===== src/rtl/bps_pkg.sv =====
`timescale 1ns/1ps
package bps_pkg;
  // Effective primary on-time: the request limited so that pulse plus both
  // dead times fit in one oscillator period.
  function automatic int unsigned eff_duty(input int unsigned duty,
                                           input int unsigned sp,
                                           input int unsigned ps,
                                           input int unsigned period);
    int unsigned room;
    room = (sp + ps >= period) ? 0 : period - sp - ps;
    return (duty > room) ? room : duty;
  endfunction

  // First position at which blanking is released.
  function automatic int unsigned blank_end(input int unsigned sp,
                                            input int unsigned ext);
    return sp + ext;
  endfunction
endpackage


===== src/rtl/bps_cycle_start.sv =====
`timescale 1ns/1ps
module bps_cycle_start (
  input  logic clk,
  input  logic rst_n,
  input  logic osc_tick,
  input  logic sync_mode,
  input  logic sync_in,
  output logic cycle_start,
  output logic sync_fall
);
  logic [2:0] sync_sh;

  always_ff @(posedge clk) begin
    if (!rst_n) sync_sh <= '0;
    else        sync_sh <= {sync_sh[1:0], sync_in};
  end

  // Falling edge seen on the synchronized copy.
  assign sync_fall   = sync_sh[2] & ~sync_sh[1];
  assign cycle_start = sync_mode ? sync_fall : osc_tick;
endmodule


===== src/rtl/bps_timing.sv =====
`timescale 1ns/1ps
module bps_timing #(
  parameter int PERIOD = 100,
  parameter int DUTY_W = 8,
  parameter int DT_W   = 4,
  parameter int CW     = 8
) (
  input  logic              clk,
  input  logic              rst_n,
  input  logic              cycle_start,
  input  logic              halt,
  input  logic [DUTY_W-1:0] duty_cmd,
  input  logic [DT_W-1:0]   dt_sp,
  input  logic [DT_W-1:0]   dt_ps,
  output logic [CW-1:0]     pos,
  output logic              side_b,
  output logic              run,
  output logic [CW-1:0]     eff_q,
  output logic [CW-1:0]     sp_q,
  output logic [CW-1:0]     ps_q,
  output logic              accept
);
  import bps_pkg::*;

  assign accept = cycle_start & ~halt;

  always_ff @(posedge clk) begin
    if (!rst_n) begin
      pos    <= '0;
      side_b <= 1'b1;          // first accepted start selects side A
      run    <= 1'b0;
      eff_q  <= '0;
      sp_q   <= '0;
      ps_q   <= '0;
    end else begin
      if (halt) run <= 1'b0;
      if (accept) begin
        pos    <= '0;
        side_b <= ~side_b;
        run    <= 1'b1;
        sp_q   <= CW'(dt_sp);
        ps_q   <= CW'(dt_ps);
        eff_q  <= CW'(eff_duty(int'(duty_cmd), int'(dt_sp), int'(dt_ps), PERIOD));
      end else if (pos != '1) begin
        pos <= pos + 1'b1;
      end
    end
  end

  a_r4_fits_period: assert property (@(posedge clk) disable iff (!rst_n)
    (int'(eff_q) + int'(sp_q) + int'(ps_q)) <= PERIOD);
endmodule


===== src/rtl/bps_outputs.sv =====
`timescale 1ns/1ps
module bps_outputs #(
  parameter int BLANK_EXT = 7,
  parameter int CW        = 8
) (
  input  logic          clk,
  input  logic          rst_n,
  input  logic          cycle_start,
  input  logic          term,
  input  logic [CW-1:0] pos,
  input  logic          side_b,
  input  logic          run,
  input  logic [CW-1:0] eff_q,
  input  logic [CW-1:0] sp_q,
  input  logic [CW-1:0] ps_q,
  output logic          out_a,
  output logic          out_b,
  output logic          sr_a,
  output logic          sr_b,
  output logic          blank
);
  import bps_pkg::*;

  logic [CW-1:0] on_end, sr_on_at, blank_stop;
  logic          on_win, blank_win, cut_q, prim, sr_act;

  assign on_end     = sp_q + eff_q;
  assign sr_on_at   = on_end + ps_q;
  assign blank_stop = CW'(blank_end(int'(sp_q), BLANK_EXT));
  assign on_win     = (pos >= sp_q) && (pos < on_end);
  assign blank_win  = pos < blank_stop;

  // Terminate latch: cleared at each cycle start, set by a request outside blanking.
  always_ff @(posedge clk) begin
    if (!rst_n)                                    cut_q <= 1'b0;
    else if (cycle_start)                          cut_q <= 1'b0;
    else if (term && run && on_win && !blank_win)  cut_q <= 1'b1;
  end

  assign prim   = run & on_win & ~cut_q;
  assign sr_act = run & (pos >= sr_on_at);

  generate
    for (genvar s = 0; s < 2; s++) begin : g_side
      logic mine;
      assign mine = (s == 1) ? side_b : ~side_b;
      if (s == 0) begin : g_a
        assign out_a = prim & mine;
        assign sr_a  = mine ? sr_act : run;
      end else begin : g_b
        assign out_b = prim & mine;
        assign sr_b  = mine ? sr_act : run;
      end
    end
  endgenerate

  assign blank = run & blank_win;
endmodule


===== src/rtl/bridge_pwm_seq.sv =====
`timescale 1ns/1ps
module bridge_pwm_seq #(
  parameter int PERIOD    = 100,
  parameter int DUTY_W    = 8,
  parameter int DT_W      = 4,
  parameter int BLANK_EXT = 7
) (
  input  logic              clk,
  input  logic              rst_n,
  input  logic              osc_tick,
  input  logic              sync_mode,
  input  logic              sync_in,
  input  logic [DUTY_W-1:0] duty_cmd,
  input  logic [DT_W-1:0]   dt_sp,
  input  logic [DT_W-1:0]   dt_ps,
  input  logic              term,
  input  logic              halt,
  output logic              out_a,
  output logic              out_b,
  output logic              sr_a,
  output logic              sr_b,
  output logic              blank
);
  localparam int CW = $clog2(PERIOD + (2 ** DT_W) + BLANK_EXT + 2);

  logic          cycle_start, sync_fall, accept, side_b, run;
  logic [CW-1:0] pos, eff_q, sp_q, ps_q;

  bps_cycle_start u_start (
    .clk(clk), .rst_n(rst_n), .osc_tick(osc_tick), .sync_mode(sync_mode),
    .sync_in(sync_in), .cycle_start(cycle_start), .sync_fall(sync_fall)
  );

  bps_timing #(.PERIOD(PERIOD), .DUTY_W(DUTY_W), .DT_W(DT_W), .CW(CW)) u_timing (
    .clk(clk), .rst_n(rst_n), .cycle_start(cycle_start), .halt(halt),
    .duty_cmd(duty_cmd), .dt_sp(dt_sp), .dt_ps(dt_ps), .pos(pos),
    .side_b(side_b), .run(run), .eff_q(eff_q), .sp_q(sp_q), .ps_q(ps_q),
    .accept(accept)
  );

  bps_outputs #(.BLANK_EXT(BLANK_EXT), .CW(CW)) u_out (
    .clk(clk), .rst_n(rst_n), .cycle_start(cycle_start), .term(term),
    .pos(pos), .side_b(side_b), .run(run), .eff_q(eff_q), .sp_q(sp_q),
    .ps_q(ps_q), .out_a(out_a), .out_b(out_b), .sr_a(sr_a), .sr_b(sr_b),
    .blank(blank)
  );

  initial begin
    assert (BLANK_EXT >= 1);
    assert (PERIOD >= 2);
  end

  a_r1_prim_exclusive: assert property (@(posedge clk) disable iff (!rst_n)
    !(out_a && out_b));

  a_r11_sr_vs_prim: assert property (@(posedge clk) disable iff (!rst_n)
    !(out_a && sr_a) && !(out_b && sr_b));

  a_r8_halt_clears: assert property (@(posedge clk) disable iff (!rst_n)
    halt |=> !(out_a || out_b || sr_a || sr_b || blank));

  a_r3_sra_fall_cause: assert property (@(posedge clk) disable iff (!rst_n)
    $fell(sr_a) |-> $past(accept || halt));

  a_r3_srb_fall_cause: assert property (@(posedge clk) disable iff (!rst_n)
    $fell(sr_b) |-> $past(accept || halt));

  a_r5_rise_in_blank: assert property (@(posedge clk) disable iff (!rst_n)
    ($rose(out_a) || $rose(out_b)) |-> blank);

  a_r7_sync_masks_tick: assert property (@(posedge clk) disable iff (!rst_n)
    (sync_mode && !sync_fall) |-> !cycle_start);
endmodule


===== config.mk =====
export PLATFORM = sky130hd
export DESIGN_NAME = bridge_pwm_seq
export DESIGN_NICKNAME = d
export VERILOG_FILES = /design/src/rtl/bps_pkg.sv /design/src/rtl/bps_cycle_start.sv /design/src/rtl/bps_timing.sv /design/src/rtl/bps_outputs.sv /design/src/rtl/bridge_pwm_seq.sv
export SDC_FILE = /design/constraint.sdc
export NUM_CORES = 1
export LEC_CHECK = 0
export ABC_AREA = 1
export BUFFER_PORTS_ARGS = -buffer_cell sky130_fd_sc_hd__buf_2
export CAP_MARGIN = 20
export CORE_ASPECT_RATIO = 0.9
export CORE_MARGIN = 1
export CORE_UTILIZATION = 40
export CTS_BUF_LIST = sky130_fd_sc_hd__clkbuf_16
export DETAILED_ROUTE_END_ITERATION = 10
export PLACE_DENSITY = 0.7
export REMOVE_ABC_BUFFERS = 1
export SKIP_LAST_GASP = 1
export SLEW_MARGIN = 20
export SYNTH_ARGS = -nofsm -noshare
export SYNTH_HDL_FRONTEND = slang
export SYNTH_SLANG_ARGS = --single-unit

===== constraint.sdc =====
create_clock -name clk -period 8.02 [get_ports clk]
set_clock_uncertainty 0.1 [all_clocks]
set_input_delay 0.802 -clock clk [delete_from_list [all_inputs] [get_ports clk]]
set_output_delay 0.802 -clock clk [all_outputs]
set_load 0.005 [all_outputs]

==> results.toml <==
[clock_network]
cts-resized-gates = 0
number_of_buffers_inserted_by_post_cts_setup_repair = 0
ctsHtreeMaxLevel = 1
cts.path.max_buffers = 2
cts_hold_buf = 0
cts_inserted_buffers = 3
clk_latency_ns = 0.26
cts_tree = "built"
numClockSinks = 28
cts-root-buf = "sky130_fd_sc_hd__clkbuf_16"
clk_pin_slew_ns = 0.08

[synth]
area_fraction_of_the_dominant_cell_type_after_synthesis_pct = 21.4
yosys-top-cells-area = "sky130_fd_sc_hd__dfxtp_1 21%, sky130_fd_sc_hd__ha_1 21%, sky130_fd_sc_hd__nand2_1 12%"
synth.avg_cell_area_um2 = 7.05
syn-instance-count = 372
synthArstFlopShare_pct = 0
synth_enable_flop_cells = 0
synthDominantAreaCellType = "sky130_fd_sc_hd__dfxtp_1"
postSynthRegisterBits = 28
synth.lib_cells_used.distinct = 38
synth.cell_area_mm2 = 0.00262
yosys_most_used_dff = "sky130_fd_sc_hd__dfxtp_1"
synth.yosys.seq_area_share_pct = 21.4
yosys_warnings = 0

[global_routing]
first_global_vias = 2326
grt_pass1_wl_um = 10100
initial_antenna_violation_count = 0
grt_start_max_net_pins = 17
grt_usage_pct = 18.2
overflow = 0

[worst_setup_path]
critical_path.top_delay_family = "adder cells"
maximum_single_stage_delay_on_the_critical_path_ns = 0.53
worst_setup_end_kind = "output pin"
worstPathArrival_ns = 3.44
ff2ff_setup_slack_ns = 5.42
worst-setup-path-type = "flip-flop to output pin"
worst-path-max-fanout = 3
reg2regPathDepth = 13
path_cells = "ha_1 > fa_1 > inv_1 > fa_1 > o21ai_0 > a21oi_1 > nor2_2 > nand2_1 > nand2_1 > nand2_1 > ha_1 > a21oi_1 > o21a_1 > nand3_1 > nor2_1 > nor2_1 > buf_2"
critical_path.startpoint_type = "flip-flop"
critical_path.n_buffers_inverters = 2
cell_count_along_the_critical_path = 17
worst_path_max_delay_cell = "sky130_fd_sc_hd__fa_1"
worstPathRequired_ns = 7.12
crit_path_frequent_cell = "sky130_fd_sc_hd__nand2_1"

[sta]
slew_headroom_pct = 73.0
finalCriticalPeriod_ns = 4.34
post-route-period-util_pct = 54.1
timing.final.max_slew_violations = 0
final-hold-violation-count = 0
worst_slack_ns = 3.68
grt_setup_unrepaired = "no"
finalSetupViolations = 0
tightestPinTransition_ns = 0.403
fmax_ghz = 0.230
timing.setup.tns_ns = 0

[detailed_routing]
drc_marker_count_from_the_first_detailed_route_iteration = 100
vias = 2385
detail_route.vias_per_cell = 4.88
first_pass_iters = 4
route.detailed.wl_per_inst_um = 11.6
antenna_left = 0
detail_route.wirelength_um = 5680
drc = 0

[place]
port-buffer-count = 27
place_ws_ns = 3.97
dp_hpwl_um = 4570
gp_congestion = 0.861
placement.cell_area_mm2 = 0.00286

[cells_and_area]
layout.cells.most_common_list = "87 x sky130_fd_sc_hd__nand2_1, 60 x sky130_fd_sc_hd__inv_1, 44 x sky130_fd_sc_hd__ha_1, 28 x sky130_fd_sc_hd__dfxtp_1"
post_route_cells_drive_above_1_share_pct = 14.2
areaGrowthSynthToFinish_pct = 13.1
antenna_cells = 0
layout.cells.most_common = "sky130_fd_sc_hd__nand2_1"
design_area_mm2 = 0.00297
finish.net_count = 473

[die]
dieArea_mm2 = 0.00688
initial_core_util_pct = 42.2
boundaryPins = 28
chipHeight_um = 78.8
floorplan.core_area_mm2 = 0.00622
floorplan.rows = 27
die-width_um = 87.3

[power]
finalPower_mw = 0.439
irDropWorstVdd_mv = 0.0861
power_density_mw_per_mm2 = 148
leakage_component_of_the_power_nw = 1.62

[run_status]
run_status = "finished clean"

[min_path]
worstHoldPathType = "flip-flop to flip-flop"
min_delay_path_depth = 2

[flow_run]
max_cap_violations = 0
[worst min-delay path, stage by stage, from the launching register on]
cell	delay (ns)
sky130_fd_sc_hd__dfxtp_1	0.30
sky130_fd_sc_hd__nand2_1	0.05
sky130_fd_sc_hd__inv_1	0.03
[report_power, final]
group | switching [mW] | leakage [nW] | internal (mW)
logic | 0.0833 | 1.34 | 0.0537
registers | 0.00615 | 0.228 | 0.145
clock network | 0.0515 | 0.0511 | 0.0995
total | 0.141 | 1.62 | 0.298
[cell families (layout without fill, tap and decap cells)]
kind of cell	Yosys count	count (layout)	share of synthesized area, %
AOI/OAI and AO/OA	42	42	9.26
adders and majority gates	47	47	23.3
and+or+nand+nor	175	175	31.8
xor gates and xnor gates	13	13	4.63
DFF	28	28	21.4
buffers and inverters	67	97	9.64
[area by class of cell]
cell class | instances | area [um2]
fillers | 648 | 3250
multi-input cells | 277 | 1810
flip-flops and latches | 28 | 561
inverters | 66 | 248
repair buffers | 27 | 135
well taps | 87 | 109
clock buffers | 3 | 75.1
clock inverters | 1 | 30.0
[per-stage QoR]
stage               cells  utilization (%)  hold WS, ns
floorplan             371                -        0.290
global placement      485             46.0        0.305
detailed placement    485             46.0        0.307
CTS                   489             47.7        0.325
global route          489             47.7        0.348
finish                489             47.7        0.324
[flip-flops by register name, summed over array words and instances, names as in the netlist]
name and flops:
u_timing.side_b 1, u_out.cut_q 1, u_timing.ps_q 4, u_timing.eff_q 7, u_timing.sp_q 4, u_timing.run 1, u_start.sync_sh 3, u_timing.pos 7
[per-layer routing]
layer  vias to the layer above  share of wire (%)  GRT usage (%)
li1                       1264                  -              -
met1                      1080                 51           24.3
met2                        35                 45           31.3
met3                         6                3.1           2.18
met4                         0               0.88           3.77
met5                         -                  0              0
[path summary, 6_finish.rpt]
check                                        start                  to
worst max-delay path              u_timing.sp_q[0]                sr_b
worst max register to register    u_timing.sp_q[0]         u_out.cut_q
worst min-delay path            u_start.sync_sh[0]  u_start.sync_sh[1]
worst min register to register  u_start.sync_sh[0]  u_start.sync_sh[1]
[cells in the mapped netlist, types with 6 or more instances]
cell / count
sky130_fd_sc_hd__a21oi_1: 20
sky130_fd_sc_hd__dfxtp_1: 28
sky130_fd_sc_hd__ha_1: 44
sky130_fd_sc_hd__inv_1: 60
sky130_fd_sc_hd__nand2_1: 87
sky130_fd_sc_hd__nand3_1: 27
sky130_fd_sc_hd__nand4_1: 6
sky130_fd_sc_hd__nor2_1: 27
sky130_fd_sc_hd__o21ai_0: 7
sky130_fd_sc_hd__xor2_1: 7
Note: power is estimated with default switching activity, not from simulation.
